===== src/rtl/rowlearn_pkg.sv =====
package rowlearn_pkg;
  typedef enum logic [2:0] {
    PH_IDLE,
    PH_INIT,
    PH_READ,
    PH_WRITE,
    PH_FINISH
  } phase_t;
endpackage


===== src/rtl/rowlearn_seq.sv =====
module rowlearn_seq
  import rowlearn_pkg::*;
#(
  parameter int CNT_W  = 16,
  parameter int ITER_W = 8
) (
  input  logic              clk,
  input  logic              rst_n,
  input  logic              start_i,
  input  logic [CNT_W-1:0]  init_len_i,
  input  logic [CNT_W-1:0]  rd_len_i,
  input  logic [CNT_W-1:0]  wr_len_i,
  input  logic [ITER_W-1:0] max_iter_i,
  input  logic              all_met_i,
  output phase_t            phase_o,
  output logic              clr_o,
  output logic              sample_o,
  output logic              timeout_o
);
  localparam logic [CNT_W-1:0] ONE = CNT_W'(1);

  phase_t            phase_q;
  logic [CNT_W-1:0]  cnt_q, init_len_q, rd_len_q, wr_len_q, cur_len;
  logic [ITER_W-1:0] iter_q, max_iter_q;
  logic              to_q, accept, last;

  function automatic logic [CNT_W-1:0] at_least_one(input logic [CNT_W-1:0] v);
    return (v == '0) ? ONE : v;
  endfunction

  assign accept = start_i && (phase_q == PH_IDLE || phase_q == PH_FINISH);

  always_comb begin
    case (phase_q)
      PH_INIT:  cur_len = init_len_q;
      PH_READ:  cur_len = rd_len_q;
      PH_WRITE: cur_len = wr_len_q;
      default:  cur_len = ONE;
    endcase
  end

  assign last = (cnt_q == cur_len - ONE);

  always_ff @(posedge clk or negedge rst_n) begin
    if (!rst_n) begin
      phase_q    <= PH_IDLE;
      cnt_q      <= '0;
      iter_q     <= '0;
      to_q       <= 1'b0;
      init_len_q <= ONE;
      rd_len_q   <= ONE;
      wr_len_q   <= ONE;
      max_iter_q <= '0;
    end else if (accept) begin
      phase_q    <= PH_INIT;
      cnt_q      <= '0;
      iter_q     <= '0;
      to_q       <= 1'b0;
      init_len_q <= at_least_one(init_len_i);
      rd_len_q   <= at_least_one(rd_len_i);
      wr_len_q   <= at_least_one(wr_len_i);
      max_iter_q <= max_iter_i;
    end else begin
      case (phase_q)
        PH_INIT: begin
          cnt_q <= last ? '0 : cnt_q + ONE;
          if (last) phase_q <= PH_READ;
        end
        PH_READ: begin
          cnt_q <= last ? '0 : cnt_q + ONE;
          if (last) begin
            if (all_met_i) begin
              phase_q <= PH_FINISH;
            end else if (iter_q == max_iter_q) begin
              phase_q <= PH_FINISH;
              to_q    <= 1'b1;
            end else begin
              phase_q <= PH_WRITE;
            end
          end
        end
        PH_WRITE: begin
          cnt_q <= last ? '0 : cnt_q + ONE;
          if (last) begin
            phase_q <= PH_READ;
            iter_q  <= iter_q + ITER_W'(1);
          end
        end
        default: cnt_q <= '0;
      endcase
    end
  end

  assign phase_o   = phase_q;
  assign clr_o     = accept;
  assign sample_o  = (phase_q == PH_READ) && last;
  assign timeout_o = to_q;

  AST_ITER_BOUND: assert property (@(posedge clk) disable iff (!rst_n)
    (phase_q == PH_WRITE) |-> (iter_q < max_iter_q));
  AST_CNT_IN_RANGE: assert property (@(posedge clk) disable iff (!rst_n)
    (phase_q == PH_INIT || phase_q == PH_READ || phase_q == PH_WRITE) |-> (cnt_q < cur_len));
  AST_FINISH_HOLD: assert property (@(posedge clk) disable iff (!rst_n)
    (phase_q == PH_FINISH && !start_i) |=> (phase_q == PH_FINISH));
  AST_BUSY_IGNORE: assert property (@(posedge clk) disable iff (!rst_n)
    (phase_q == PH_READ && !last) |=> (phase_q == PH_READ));
endmodule


===== src/rtl/rowlearn_rows.sv =====
module rowlearn_rows #(
  parameter int N_ROWS = 4
) (
  input  logic              clk,
  input  logic              rst_n,
  input  logic              clr_i,
  input  logic              sample_i,
  input  logic              wr_phase_i,
  input  logic              learn_phase_i,
  input  logic [N_ROWS-1:0] met_i,
  output logic              all_met_o,
  output logic [N_ROWS-1:0] gate_drv_o,
  output logic [N_ROWS-1:0] gate_close_o
);
  logic [N_ROWS-1:0] fin_q, fin_next;

  for (genvar r = 0; r < N_ROWS; r++) begin : g_row
    assign fin_next[r] = fin_q[r] | (sample_i & met_i[r]);

    always_ff @(posedge clk or negedge rst_n) begin
      if (!rst_n)      fin_q[r] <= 1'b0;
      else if (clr_i)  fin_q[r] <= 1'b0;
      else             fin_q[r] <= fin_next[r];
    end

    assign gate_drv_o[r]   = wr_phase_i & ~fin_q[r];
    assign gate_close_o[r] = learn_phase_i & fin_q[r];

    AST_GATE_EXCL: assert property (@(posedge clk) disable iff (!rst_n)
      !(gate_drv_o[r] && gate_close_o[r]));
    AST_FIN_STICKY: assert property (@(posedge clk) disable iff (!rst_n)
      (fin_q[r] && !clr_i) |=> fin_q[r]);
  end

  assign all_met_o = &fin_next;
endmodule


===== src/rtl/rowlearn_ctrl.sv =====
module rowlearn_ctrl
  import rowlearn_pkg::*;
#(
  parameter int N_ROWS = 4,
  parameter int CNT_W  = 16,
  parameter int ITER_W = 8
) (
  input  logic              clk,
  input  logic              rst_n,
  input  logic              start_i,
  input  logic [CNT_W-1:0]  init_len_i,
  input  logic [CNT_W-1:0]  rd_len_i,
  input  logic [CNT_W-1:0]  wr_len_i,
  input  logic [ITER_W-1:0] max_iter_i,
  input  logic [N_ROWS-1:0] row_met_i,
  output logic [N_ROWS-1:0] gate_drv_o,
  output logic [N_ROWS-1:0] gate_close_o,
  output logic              init_pgm_o,
  output logic              busy_o,
  output logic              done_o,
  output logic              timeout_o
);
  phase_t phase;
  logic   clr, sample, all_met, to_flag, wr_phase, learn_phase;

  rowlearn_seq #(.CNT_W(CNT_W), .ITER_W(ITER_W)) u_seq (
    .clk        (clk),
    .rst_n      (rst_n),
    .start_i    (start_i),
    .init_len_i (init_len_i),
    .rd_len_i   (rd_len_i),
    .wr_len_i   (wr_len_i),
    .max_iter_i (max_iter_i),
    .all_met_i  (all_met),
    .phase_o    (phase),
    .clr_o      (clr),
    .sample_o   (sample),
    .timeout_o  (to_flag)
  );

  assign wr_phase    = (phase == PH_WRITE);
  assign learn_phase = (phase == PH_READ) || (phase == PH_WRITE);

  rowlearn_rows #(.N_ROWS(N_ROWS)) u_rows (
    .clk           (clk),
    .rst_n         (rst_n),
    .clr_i         (clr),
    .sample_i      (sample),
    .wr_phase_i    (wr_phase),
    .learn_phase_i (learn_phase),
    .met_i         (row_met_i),
    .all_met_o     (all_met),
    .gate_drv_o    (gate_drv_o),
    .gate_close_o  (gate_close_o)
  );

  assign init_pgm_o = (phase == PH_INIT);
  assign busy_o     = learn_phase || init_pgm_o;
  assign done_o     = (phase == PH_FINISH) && !to_flag;
  assign timeout_o  = (phase == PH_FINISH) && to_flag;

  AST_DONE_TO_EXCL: assert property (@(posedge clk) disable iff (!rst_n)
    !(done_o && timeout_o));
  AST_INIT_NO_GATE: assert property (@(posedge clk) disable iff (!rst_n)
    init_pgm_o |-> (gate_drv_o == '0 && gate_close_o == '0));
  AST_IDLE_GATES: assert property (@(posedge clk) disable iff (!rst_n)
    !busy_o |-> (gate_drv_o == '0 && gate_close_o == '0));
endmodule


===== config.mk =====
export PLATFORM = sky130hd
export DESIGN_NAME = rowlearn_ctrl
export DESIGN_NICKNAME = d
export VERILOG_FILES = /design/src/rtl/rowlearn_pkg.sv /design/src/rtl/rowlearn_seq.sv /design/src/rtl/rowlearn_rows.sv /design/src/rtl/rowlearn_ctrl.sv
export SDC_FILE = /design/constraint.sdc
export NUM_CORES = 1
export LEC_CHECK = 0
export ABC_CLOCK_PERIOD_IN_PS = 8900
export CAP_MARGIN = 20
export CORE_ASPECT_RATIO = 0.7
export CORE_MARGIN = 2
export CORE_UTILIZATION = 30
export CTS_BUF_LIST = sky130_fd_sc_hd__clkbuf_4 sky130_fd_sc_hd__clkbuf_8
export CTS_CLUSTER_SIZE = 40
export DETAILED_ROUTE_END_ITERATION = 8
export SYNTH_ARGS = -nofsm -noshare
export SYNTH_HDL_FRONTEND = slang
export SYNTH_HIERARCHICAL = 1
export SYNTH_SLANG_ARGS = --single-unit

===== constraint.sdc =====
create_clock -name clk -period 8.9 [get_ports clk]
set_input_delay 1.78 -clock clk [delete_from_list [all_inputs] [get_ports clk]]
set_output_delay 1.78 -clock clk [all_outputs]
set_load 0.03 [all_outputs]

== Yosys cells after proc, flatten, opt, wreduce, memory -nomap -nowiden ==
Index checks and enable logic that the tools add are counted.
W data, S select, Z words.
Storage, ports and cells
  output and inout bits: 12
  logic and storage cells: 92
  bits of input ports: 63
  register bits: 88
Cells by class
  reduce and logical (&&, ||, !) cells: 23
  $add $sub $neg: 3
  eq/ne operators: 9
  bitwise operators: 20
  muxes and demuxes: 25
Operator list (count)
  $mux W16: 6
  $logic_not A16 Y1: 3
  $pmux W16 S3: 1
  $mux W8: 3
  $add A16 B1 Y16 const B: 1
  $eq A16 B16 Y1: 1
  $sub A16 B1 Y16 const B: 1
  $mux W3: 5
  $and A1 B1 Y1: 12
  $mux W1: 9
  $add A8 B1 Y8 const B: 1
  $eq A8 B8 Y1: 1
  $reduce_and A4 Y1: 2
  $reduce_bool A2 Y1: 4
  $eq A3 B2 Y1 const B: 2
  $pmux W3 S2: 1
  $logic_and A1 B1 Y1: 4
  $not A1 Y1: 4
  $or A1 B1 Y1: 4
  $eq A3 B1 Y1 const B: 1
  $eq A3 B3 Y1 const B: 1
  $logic_not A3 Y1: 1
  $logic_or A1 B1 Y1: 3
  $ne A3 B1 Y1 const B: 1
  other kinds (8): 8

== Longest topological paths before layout ==
  depth after elaboration: 12
  mapped depth: 21
  gate-level depth less buffers: 16

== Modules after synthesis ==
Netlist, hierarchy kept.
By module, submodules not included
  rowlearn_seq: seq. area each 2105.8 µm², area an instance 4769.6 µm², cells each 441, instances 1
  rowlearn_rows: seq. area each 100.1 µm², area an instance 212.7 µm², cells each 23, instances 1
  rowlearn_ctrl: seq. area each 0.0 µm², area an instance 60.1 µm², cells each 6, instances 1

== Worst setup path before layout ==
Ideal clock, no wire load.
  path type: reg-to-reg
  start: register u_seq.phase_q[2] (netlist: u_seq/phase_o[2])
  end: register u_seq.phase_q[2] (netlist: u_seq/phase_o[2])
  setup slack: 4.263 ns
  path buffers: 5
  data required time: 8.817 ns
  cell stages (with the launch flop): 21
  library setup time: 0.083 ns
  period minus slack after synthesis: 4.637 ns
  arrival time: 4.554 ns
  path through: dfrtp_1 -> clkbuf_1 -> clkbuf_1 -> inv_1 -> nand2_1 -> ha_1 -> buf_1 -> o221ai_1 -> nor4_4 -> a41oi_1 -> nor4bb_1 -> a311oi_1 -> nand4bb_1 -> buf_2 -> buf_2 -> nor4_1 -> a21oi_1 -> nor4_2 -> nor2_1 -> or3_1 -> o22ai_1
Between the ends
  cells in the longest elaborated chain, start to end: 12
  elaborated cells on any way between the ends: 29
  those cells by class: 1 x add/sub; 7 x eq/ne; 5 x mux; 8 x bitwise; 8 x reduce/logical
Ends and longest elaborated chain
  start: declaration: RTL line rowlearn_seq.sv:22  | phase_t phase_q;
  start signal: assignment: RTL line rowlearn_seq.sv:46  | phase_q <= PH_IDLE;
  start signal: assignment: RTL line rowlearn_seq.sv:55  | phase_q <= PH_INIT;
  start signal: assignment: RTL line rowlearn_seq.sv:67  | if (last) phase_q <= PH_READ;
  $eq A3 B2 Y1 (tied with other cells): RTL line rowlearn_seq.sv:34  | case (phase_q)
  $pmux W16 S3: RTL line rowlearn_seq.sv:34
  $sub A16 B1 Y16: RTL line rowlearn_seq.sv:42  | assign last = (cnt_q == cur_len - ONE);
  $eq A16 B16 Y1: RTL line rowlearn_seq.sv:42
  $logic_and A1 B1 Y1 (*): RTL line rowlearn_seq.sv:96  | assign sample_o = (phase_q == PH_READ) && last;
  net sample: RTL line rowlearn_ctrl.sv:24  | logic clr, sample, all_met, to_flag, wr_phase, learn_phase;
  $and A1 B1 Y1: RTL line rowlearn_rows.sv:18  | assign fin_next[r] = fin_q[r] | (sample_i & met_i[r]);
  $or A1 B1 Y1: RTL line rowlearn_rows.sv:18
  $reduce_and A4 Y1 (*): RTL line rowlearn_rows.sv:35  | assign all_met_o = &fin_next;
  net all_met: RTL line rowlearn_ctrl.sv:24
  $mux W3 (*): RTL line rowlearn_seq.sv:72  | if (all_met_i) begin
  $mux W3 (*): RTL line rowlearn_seq.sv:71  | if (last) begin
  $pmux W3 S2 (*): RTL line rowlearn_seq.sv:64  | case (phase_q)
  $mux W3 (*): RTL line rowlearn_seq.sv:54  | end else if (accept) begin
Mark *: on every way through the listed nets, which the timed path passes. The rest lies on a longest branch. The select of a mux whose other input is x is not followed.
A chain may end at the register's enable or synchronous reset.

== Worst setup path in the final report ==
Ends and elaborated chain as after synthesis.

==> metrics.txt <==
outcome complete, no violations; Layout Utilization between 30% and 40%; Synth area leaders dfrtp_1, mux2_2, xnor2_1; Metal-1 WL between 6000 and 7000 um; row count 39; Worst VDD drop a little over 0.06 mV; synthesized area 5040 um^2; RSZ-0062 raised after global routing false; Worst setup EP type flop; Finished Layout Cells 763; Area growth, synth to finish 23.2%; DRC 0; Final Hold Fails 0; number of global-route vias before repair 3,979; cell count after synthesis 470; metal3 WL roughly 700 um; largest net degree at the start of global routing a little under 90; Async S/R FF share, synth 100%; Seq cells post-synth 88; Pwr Density 122 nW/um^2; GR Util All Layers 14.4%; endpoints failing setup 0; 1st-iter DRT viols around 180; TNS Setup 0 ns; Slew HR between 30% and 40%; RD Place Congestion slightly below 0.9; clk slew on worst S/H paths 0.09 ns; nets between 500 and 600; routed len/inst 16.5 um; most frequent cells in the layout dfrtp_1, clkdlybuf4s50_1, mux2_2; antenna diode count 0; slowest cell delay on critical path ~0.97 ns; final WL 12,600 um; Critical Path RT 9.16 ns; number of nets produced by synthesis about 540; total CTS buffers 9; maximum clock frequency 171 MHz; grt ovf 0; post-CTS sizing 0; DR vias 3,953; worst-path fanout max 30; Clock Sinks between 80 and 90; clock buffer depth 2; max layer used met4; detail-routed via count per cell 5.18; clk root buf clkbuf_8; Syn. warnings 6; antenna violations before repair 0; Worst Setup Start Kind flop; die area 17,900 um^2; Netlist cell types 70; hold slack 0.512 ns; post-route ant nets 0; first-pass GRT wire length 20,700 um; layout cells sized above 1 17.5%; die height 112 um; H-tree depth 3; Post-synth top flop dfrtp_1; Max-cap violations 0; PortBufs 74; WL met2 5480 um; top cell type's share of synthesized area 42.2%; placed cells 746; area of the core 16,400 um^2; Slew @ Worst Pin 0.945 ns; post-CTS setup buffer count 0; Top delay family on crit path simple AND/OR/NAND/NOR gates; commonest non-fill, non-tap cell in the layout dfrtp_1; DRT Pass-1 Iters 5; CTS Hold Bufs 0; WP data arrival 6.11 ns; # IOs 75; Max Slew Vio Count 0; Clock Skew between 0.01 and 0.015 ns; Slowest-stage cell, CP dfrtp_1; CP Cell Sequence inv_1 -> nand2_1 -> ha_1 -> o221ai_1 -> nor4_4 -> a41oi_1 -> nor4bb_1 -> a311oi_1 -> nand4bb_1 -> nor4_1 -> a21oi_1 -> nor4_2 -> nor2_1 -> or3_1 -> o22ai_1; Leak Pwr around 2.6 nW; clk_lat worst skew 0.37 ns; EDFF count, synth 0; mean post-synth cell area between 10 and 15 um^2; Hold Path Class flop to flop; CTS tree done; Initial Util a little under a third; WS Path Type flop to flop; part of the cycle the worst path needs 65.8%; Buffers & Inverters on Critical Path 1; Seq/Total Area, Yosys 43.7%; Detailed Place HPWL between 9000 and 10,000 um; Yosys top cell by area dfrtp_1; Die W 159 um; Tmin final 5.86 ns
-- sequential cells by signal, summed over array words and instances (netlist names) --
name	count
u_seq/cnt_q	16
u_seq/init_len_q	16
u_seq/rd_len_q	16
u_seq/wr_len_q	16
u_seq/iter_q	8
u_seq/max_iter_q	8
u_rows/fin_q	4
u_seq/phase_o	3
u_seq/timeout_o	1
-- routing by layer --
layer | vias up | track usage (%)
met5 | - | 0
met4 | 0 | 3.27
met3 | 8 | 3.44
met2 | 106 | 21.5
met1 | 1972 | 21.2
li1 | 1867 | -
-- Yosys cell counts, types with 4 or more instances --
cell / n
nor3_1: 9
dfrtp_1: 85
mux2_2: 54
nor2_1: 37
or3_1: 4
xor2_1: 16
a41oi_1: 5
o211a_1: 4
nand4_1: 8
nor2b_1: 7
xnor2_1: 23
a32oi_1: 5
and2_1: 8
nor4_1: 12
inv_1: 6
a21oi_1: 25
nand2_1: 15
o31ai_1: 6
and3_1: 11
mux2i_1: 7
a211o_1: 5
or4_1: 7
clkbuf_1: 15
nand3_1: 16
buf_2: 8
mux2_1: 6
a22oi_1: 4
-- power by group --
group / total, mW / internal, mW / switching (mW)
Combinational: 0.0437 / 0.0263 / 0.0174
Sequential: 0.400 / 0.400 / 0
Clock: 0.313 / 0.161 / 0.152
Total: 0.756 / 0.586 / 0.170
-- layout make-up --
cell class / count / area [um^2]
Sequential cell: 88 / 2210
Fill cell: 1645 / 10200
Multi-Input combinational cell: 350 / 2690
Inverter: 6 / 22.5
Clock inverter: 7 / 98.8
Tap cell: 225 / 282
Clock buffer: 9 / 124
Timing Repair Buffer: 78 / 788
-- stage by stage --
| stage | total power, mW | setup slack (ns) | instance area (um^2) |
|---|---|---|---|
| floorplan | 0.409 | 4.26 | 5040 |
| global placement | 0.450 | 3.66 | 5960 |
| detailed placement | 0.450 | 3.16 | 5960 |
| CTS | 0.768 | 3.13 | 6190 |
| global route | 0.786 | 2.32 | 6210 |
| finish | 0.756 | 3.04 | 6210 |
-- path summary, 6_finish.rpt --
| check | from | to | slack [ns] | cells past startpoint |
|---|---|---|---|---|
| max | u_seq/phase_o[2] | u_seq/phase_o[2] | 3.04 | 15 |
| min reg2reg | u_seq/rd_len_q[8] | u_seq/rd_len_q[8] | 0.51 | 1 |
| max in group asynchronous | rst_n | u_seq/rd_len_q[0] | 6.83 | 2 |
| min | u_seq/rd_len_q[8] | u_seq/rd_len_q[8] | 0.51 | 1 |
| min in group asynchronous | rst_n | u_seq/max_iter_q[3] | 1.38 | 1 |
| max reg2reg | u_seq/phase_o[2] | u_seq/phase_o[2] | 3.04 | 15 |
-- kinds of logic after synthesis --
group	after synthesis	synth area share, %
XOR/XNOR	39	6.77
buffers and inverters	32	2.88
flip-flops	88	43.7
AND/OR/NAND/NOR	155	17.7
AO/OA/AOI/OAI	84	12.6
adder cells (fa/ha/maj)	3	0.744
multiplexers	69	15.5
-- worst reg2reg max path: cells and delay by family, from the launching register on --
family,cells,cell delay (ns)
flip-flops,1,0.97
AO/OA/AOI/OAI,5,0.95
buffers and inverters,1,0.26
adder cells (fa/ha/maj),1,0.31
AND/OR/NAND/NOR,8,3.27
Note: power is estimated with default switching activity, not from simulation.
